$ cat config.mk
export PLATFORM = sky130hd
export DESIGN_NAME = sdclk_gen
export DESIGN_NICKNAME = d
export VERILOG_FILES = /design/src/rtl/sdclk_pkg.sv /design/src/rtl/sdclk_phase_timer.sv /design/src/rtl/sdclk_tx_capture.sv /design/src/rtl/sdclk_rx_launch.sv /design/src/rtl/sdclk_gen.sv
export SDC_FILE = /design/constraint.sdc
export NUM_CORES = 1
export LEC_CHECK = 0
export ABC_AREA = 0
export CORE_MARGIN = 4
export CORE_UTILIZATION = 60
export DETAILED_ROUTE_END_ITERATION = 10
export PLACE_DENSITY = 0.91
export SKIP_LAST_GASP = 1
export SYNTH_ARGS = -nofsm -noshare
export SYNTH_HDL_FRONTEND = slang
export SYNTH_SLANG_ARGS = --single-unit
$ cat constraint.sdc
create_clock -name clk -period 5.5 [get_ports clk]
set_input_delay 1.1 -clock clk [delete_from_list [all_inputs] [get_ports clk]]
set_output_delay 1.1 -clock clk [all_outputs]
set_load 0.01 [all_outputs]
$ cat src/rtl/sdclk_pkg.sv
package sdclk_pkg;

  // Level of the generated bit clock.
  typedef enum logic {
    PH_LOW  = 1'b0,
    PH_HIGH = 1'b1
  } phase_e;

  // Single-cycle edge events, valid in the cycle before the clock toggles.
  typedef struct packed {
    logic rise;
    logic fall;
  } edge_ev_t;

endpackage

$ cat src/rtl/sdclk_phase_timer.sv
module sdclk_phase_timer
  import sdclk_pkg::*;
#(
  parameter int DIV_W = 16
) (
  input  logic             clk,
  input  logic             rst,
  input  logic [DIV_W-1:0] half_per_i,
  output logic             dclk_q,
  output edge_ev_t         ev
);

  localparam logic [DIV_W-1:0] ONE = DIV_W'(1);

  phase_e           ph_q;
  logic [DIV_W-1:0] half_q;
  logic [DIV_W-1:0] cnt_q;
  logic [DIV_W-1:0] eff_half;
  logic             last_cyc;

  // A count of zero would stall the clock, so it is raised to one.
  always_comb eff_half = (half_per_i == '0) ? ONE : half_per_i;

  always_comb last_cyc = (cnt_q == (half_q - ONE));

  always_comb begin
    ev.rise = last_cyc && (ph_q == PH_LOW);
    ev.fall = last_cyc && (ph_q == PH_HIGH);
  end

  always_ff @(posedge clk) begin
    if (rst) begin
      ph_q   <= PH_LOW;
      cnt_q  <= '0;
      half_q <= eff_half;
    end else if (last_cyc) begin
      cnt_q <= '0;
      if (ph_q == PH_HIGH) begin
        ph_q   <= PH_LOW;
        half_q <= eff_half;   // new rate adopted only as the clock falls
      end else begin
        ph_q <= PH_HIGH;
      end
    end else begin
      cnt_q <= cnt_q + ONE;
    end
  end

  assign dclk_q = ph_q;

endmodule

$ cat src/rtl/sdclk_tx_capture.sv
module sdclk_tx_capture
  import sdclk_pkg::*;
(
  input  logic     clk,
  input  logic     rst,
  input  edge_ev_t ev,
  input  logic     txd_i,
  output logic     tx_bit_o,
  output logic     tx_strobe_o
);

  always_ff @(posedge clk) begin
    if (rst) begin
      tx_bit_o    <= 1'b0;
      tx_strobe_o <= 1'b0;
    end else begin
      tx_strobe_o <= ev.rise;
      if (ev.rise) tx_bit_o <= txd_i;
    end
  end

endmodule

$ cat src/rtl/sdclk_rx_launch.sv
module sdclk_rx_launch
  import sdclk_pkg::*;
(
  input  logic     clk,
  input  logic     rst,
  input  edge_ev_t ev,
  input  logic     rx_bit_i,
  output logic     rxd_o,
  output logic     rx_take_o
);

  always_ff @(posedge clk) begin
    if (rst) begin
      rxd_o     <= 1'b0;
      rx_take_o <= 1'b0;
    end else begin
      rx_take_o <= ev.fall;
      if (ev.fall) rxd_o <= rx_bit_i;
    end
  end

endmodule

$ cat src/rtl/sdclk_gen.sv
module sdclk_gen
  import sdclk_pkg::*;
#(
  parameter int DIV_W = 16
) (
  input  logic             clk,
  input  logic             rst,
  input  logic [DIV_W-1:0] half_per_i,
  input  logic             txd_i,
  input  logic             rx_bit_i,
  output logic             dclk_o,
  output logic             rxd_o,
  output logic             tx_bit_o,
  output logic             tx_strobe_o,
  output logic             rx_take_o
);

  edge_ev_t ev;

  sdclk_phase_timer #(.DIV_W(DIV_W)) u_timer (
    .clk        (clk),
    .rst        (rst),
    .half_per_i (half_per_i),
    .dclk_q     (dclk_o),
    .ev         (ev)
  );

  sdclk_tx_capture u_tx (
    .clk         (clk),
    .rst         (rst),
    .ev          (ev),
    .txd_i       (txd_i),
    .tx_bit_o    (tx_bit_o),
    .tx_strobe_o (tx_strobe_o)
  );

  sdclk_rx_launch u_rx (
    .clk       (clk),
    .rst       (rst),
    .ev        (ev),
    .rx_bit_i  (rx_bit_i),
    .rxd_o     (rxd_o),
    .rx_take_o (rx_take_o)
  );

endmodule

-- After elaboration in Yosys (flattened, before gate mapping)
Cells that the tools add are included.
- reduce and logical (&&, ||, !) cells: 7
- equality and inequality tests: 1
- add/sub/neg operators: 2
- bitwise operators: 1
- multiplexer cells: 5
- operator list (operator ; number):
    16-bit 2-to-1 mux ; 4
    16-bit by 1-bit adder with 16-bit output (second input constant) ; 1
    16-bit == test ; 1
    16-bit zero test ; 1
    16-bit by 1-bit subtractor with 16-bit output (second input constant) ; 1
    2-bit nonzero test ; 2
    1-bit logical AND ; 2
    2-bit AND reduction ; 1
    2-bit OR reduction ; 1
    1-bit 2-to-1 mux ; 1
    1-bit NOT ; 1
- bits of input ports: 20
- logic and storage cells: 23
- flip-flop bits (word level): 37
- output and inout bits: 5

-- Longest topological paths before layout
- depth in word-level cells: 5
- depth in mapped cells: 9
- depth with buffers taken out: 8

-- Modules after synthesis
Synthesis repeated with hierarchy kept, for this count alone.
- cells, all modules: 204
- area total of the unflattened synthesis: 1986.9 um^2
- by module, submodules not included (module ; instances ; area an instance (um^2) ; sequential area each (um^2) ; cells each):
    sdclk_phase_timer ; 1 ; 1866.8 ; 820.8 ; 194
    sdclk_rx_launch ; 1 ; 60.1 ; 40.0 ; 5
    sdclk_tx_capture ; 1 ; 60.1 ; 40.0 ; 5

-- Least setup slack after synthesis
OpenSTA, ideal clock, no wires.
- path kind: register to register
- start point: register u_timer.half_q[0]
- end point: register u_timer.half_q[0] (enable)
- arrival time: 2634 ps
- data required time: 5127 ps
- path buffers: 0
- clock period less this slack: 3006 ps
- setup slack: 2494 ps
- library setup time: 373 ps
- stages on the path, launching flop included: 9
- cell sequence: edfxtp_1 > inv_1 > ha_1 > or4b_4 > nor4b_2 > o211ai_1 > a22o_1 > nor4_1 > or2_1
- word-level cells in the longest chain between the ends: 4
- RTL lines (element ; RTL line ; source):
    from (decl) ; sdclk_phase_timer.sv:16 ; logic [DIV_W-1:0] half_q;
    from (signal assigned) ; sdclk_phase_timer.sv:35 ; half_q <= eff_half;
    from (signal assigned) ; sdclk_phase_timer.sv:40 ; half_q <= eff_half;
    16-bit by 1-bit subtractor with 16-bit output ; sdclk_phase_timer.sv:24 ; always_comb last_cyc = (cnt_q == (half_q - ONE));
    16-bit == test ; sdclk_phase_timer.sv:24 ;
    2-bit nonzero test (no source line) ; - ;
    2-bit AND reduction (no source line) ; - ;
Every way passes these cells.
A chain may end at the register's enable or synchronous reset.

-- Final worst setup path
- start point: register u_timer.half_q[0]
- end point: register u_timer.half_q[1] (enable)
Same word-level chain as after synthesis.

==> impl_metrics.toml <==
[clock_tree]
h-tree-depth = 2
clock_path_buffers = 2
clock_latency_ps = 340
postCtsSetupBuffers = 0
clkSlewWorstSetupHoldPaths_ps = 120
cts_tree = "built"
numCtsBuffers = 5
post_cts_resized = 0
cts_hold_buf = 0
cts.sinks = 37
root_buffer = "clkbuf_4"

[place]
portBuffers = 24
dp_hpwl_mm = 3.29
numPlacedInstances = 283
gp_congestion = 0.906

[sta]
rsz0062_at_grt = "false"
maxSlewViolCount = 0
finalSetupViolCount = 0
period_needed_ps = 3410
whs_ps = 462
final.setup_skew_ps = 21.6
finalCritPeriodShare_pct = 61.9
clock.fmax_mhz = 294
maxSlewHeadroom_pct = 41.6
hold_violations = 0
setup-tns-final_ps = 0
worst_pin_slew_ps = 874

[final_layout]
antenna-diode-count = 0
drive_gt1_share_pct = 6.12
area_growth_syn_to_layout_pct = 11.5
final_cell_mix = "30 x nor2_1, 24 x clkdlybuf4s50_1, 21 x dfxtp_1, 16 x edfxtp_1, 15 x xor2_1"
final_core_util_pct = 71.2
fillers = 247
final_cells = 291
nets = 266
final_common_cell = "nor2_1"

[detailed_routing]
drc = 0
vias = 1697
viasPerCell = 5.83
ant_nets = 0
first_iter_violations = 101
wl_per_cell_um = 14.3
routed_wl_mm = 4.17
drt-pass1-iter-count = 4

[synthesis]
synth.distinct_cells = 50
async_flop_share_pct = 0
yosysSeqAreaShare_pct = 41.3
ys.flop_type = "dfxtp_1"
synth-edff-count = 16
ys_ff_latch = 37
yosysWarnings = 0
synth_area_mm2 = 0.00218
avgSynthCellArea_um2 = 9.25
syn-num-nets = 258
synth_cells = 236

[pwr]
p_total_w = 0.000519
p_per_area_mw_per_mm2 = 213
ir_drop_v = 0.000169
p_leak_nw = 0.839

[floorplan]
core_area_mm2 = 0.00342
pin_count = 25
start_util_pct = 63.9
num_rows = 21
die_w_um = 68.3
die-height_um = 68.3
dieArea_mm2 = 0.00467

[setup_path]
ff2ff_path_depth = 8
worst_ep_arrival_time_ps = 3380
worstPathRequired_ps = 5470
path_class = "flip-flop to flip-flop"
worst-path-max-fanout = 16
timing.rr.start = "u_timer.half_q[0]"
worst_setup_path_end_kind = "flip-flop"
rr_endpoint = "u_timer.half_q[1]"
r2r_slack_ps = 2090
startpoint_type = "flip-flop"

[grt]
grt_max_degree = 17
antenna_found_initial = 0
grt_pass1_vias = 1596
grt-ovfl-total = 0
grt_pass1_wl_mm = 7.09
grt.total_usage_pct = 20.4

[job]
max-cap-violations = 0

[min_path]
hold_start = "u_rx.rxd_o"
hold_depth = 2
min_path_type = "flip-flop to flip-flop"
min_to = "u_rx.rxd_o"

[status]
status = "finished clean"
[area by class of cell]
cell class | instances | area [um2] | area share (%)
multi-input cells | 170 | 1160 | 47.6
well taps | 46 | 57.6 | 2.37
repair buffers | 24 | 240 | 9.88
clock inverters | 1 | 8.76 | 0.360
clock buffers | 7 | 45.0 | 1.85
flip-flops and latches | 37 | 901 | 37.0
inverters | 6 | 22.5 | 0.926
[kinds of logic after synthesis]
| family | synth area share, % |
|---|---|
| compound gates | 9.92 |
| xor+xnor | 10.8 |
| fa+ha+maj | 1.15 |
| buf+inv | 5.68 |
| flops | 41.3 |
| mux | 1.89 |
| simple gates | 29.2 |
[registers in the layout, summed over array words and instances, names as in the netlist]
signal and count:
u_timer.half_q 16, u_rx.rx_take_o 1, u_timer.dclk_q 1, u_tx.tx_strobe_o 1
u_rx.rxd_o 1, u_tx.tx_bit_o 1, u_timer.cnt_q 16
[metrics by stage]
step / setup slack [ps] / area (um2)
after floorplan: 2490 / 2180
after global placement: 2270 / 2380
after detailed placement: 2120 / 2380
after CTS: 2100 / 2430
after global routing: 1720 / 2430
final: 2090 / 2430
[where the power goes]
| part | leakage (nW) | internal (W) | switching [W] | total (W) |
|---|---|---|---|---|
| Clock | 0.0295 | 0.0000514 | 0.0000846 | 0.000136 |
| Combinational | 0.483 | 0.0000342 | 0.0000313 | 0.0000655 |
| Sequential | 0.326 | 0.000299 | 0.0000180 | 0.000317 |
[Yosys cell counts (2+ instances only)]
| master | n | share of area (%) |
|---|---|---|
| dfxtp_1 | 21 | 19 |
| or4_1 | 2 | 0.69 |
| nand4_1 | 10 | 2.9 |
| or3_1 | 5 | 1.4 |
| nor2b_1 | 7 | 2.0 |
| edfxtp_1 | 16 | 22 |
| xor2_1 | 15 | 6.0 |
| buf_6 | 2 | 1.0 |
| xnor2_1 | 12 | 4.8 |
| and3_1 | 3 | 0.86 |
| mux2i_1 | 3 | 1.4 |
| nand2_1 | 12 | 2.1 |
| nor3_2 | 2 | 0.92 |
| and3b_1 | 3 | 1.2 |
| nand3_1 | 8 | 1.8 |
| o21ai_0 | 3 | 0.69 |
| a21oi_1 | 2 | 0.46 |
| nor4_1 | 11 | 3.2 |
| or2_2 | 2 | 0.57 |
| ha_1 | 2 | 1.1 |
| nor3_1 | 3 | 0.69 |
| a22o_1 | 2 | 0.80 |
| nand3b_1 | 2 | 0.69 |
| inv_1 | 6 | 1.0 |
| a22oi_1 | 2 | 0.69 |
| nand2b_1 | 2 | 0.57 |
| or2_1 | 2 | 0.57 |
| o211ai_1 | 3 | 1.0 |
| o211a_1 | 2 | 0.92 |
| nor2_1 | 30 | 5.2 |
| o21bai_1 | 2 | 0.69 |
| clkbuf_1 | 21 | 3.6 |
[worst max path at each step]
stage | to | depth (start not counted) | start | slack (ps)
floorplan | u_timer.half_q[0] | 8 | u_timer.half_q[0] | 2490
global placement | u_timer.half_q[0] | 8 | u_timer.half_q[0] | 2270
detailed placement | u_timer.half_q[5] | 8 | u_timer.half_q[0] | 2120
CTS | u_timer.half_q[1] | 8 | u_timer.half_q[0] | 2100
global route | u_timer.half_q[1] | 8 | u_timer.half_q[0] | 1720
finish | u_timer.half_q[1] | 8 | u_timer.half_q[0] | 2090
[worst max-delay path: stages, from the launching register on]
cell      delay, ps
edfxtp_1        440
inv_1            80
ha_1            230
or4b_4          510
nor4b_2         280
o211ai_1        160
a22o_1          310
nor4_1          430
or2_1           610
[routing by layer]
metal	routed length, um	up-vias	global-route usage (%)
met4	57	0	6.20
met2	2010	52	33.5
met3	269	7	5.42
met1	1830	781	26.1
li1	-	857	-
met5	0	-	0
Note: power is estimated with default switching activity, not from simulation.
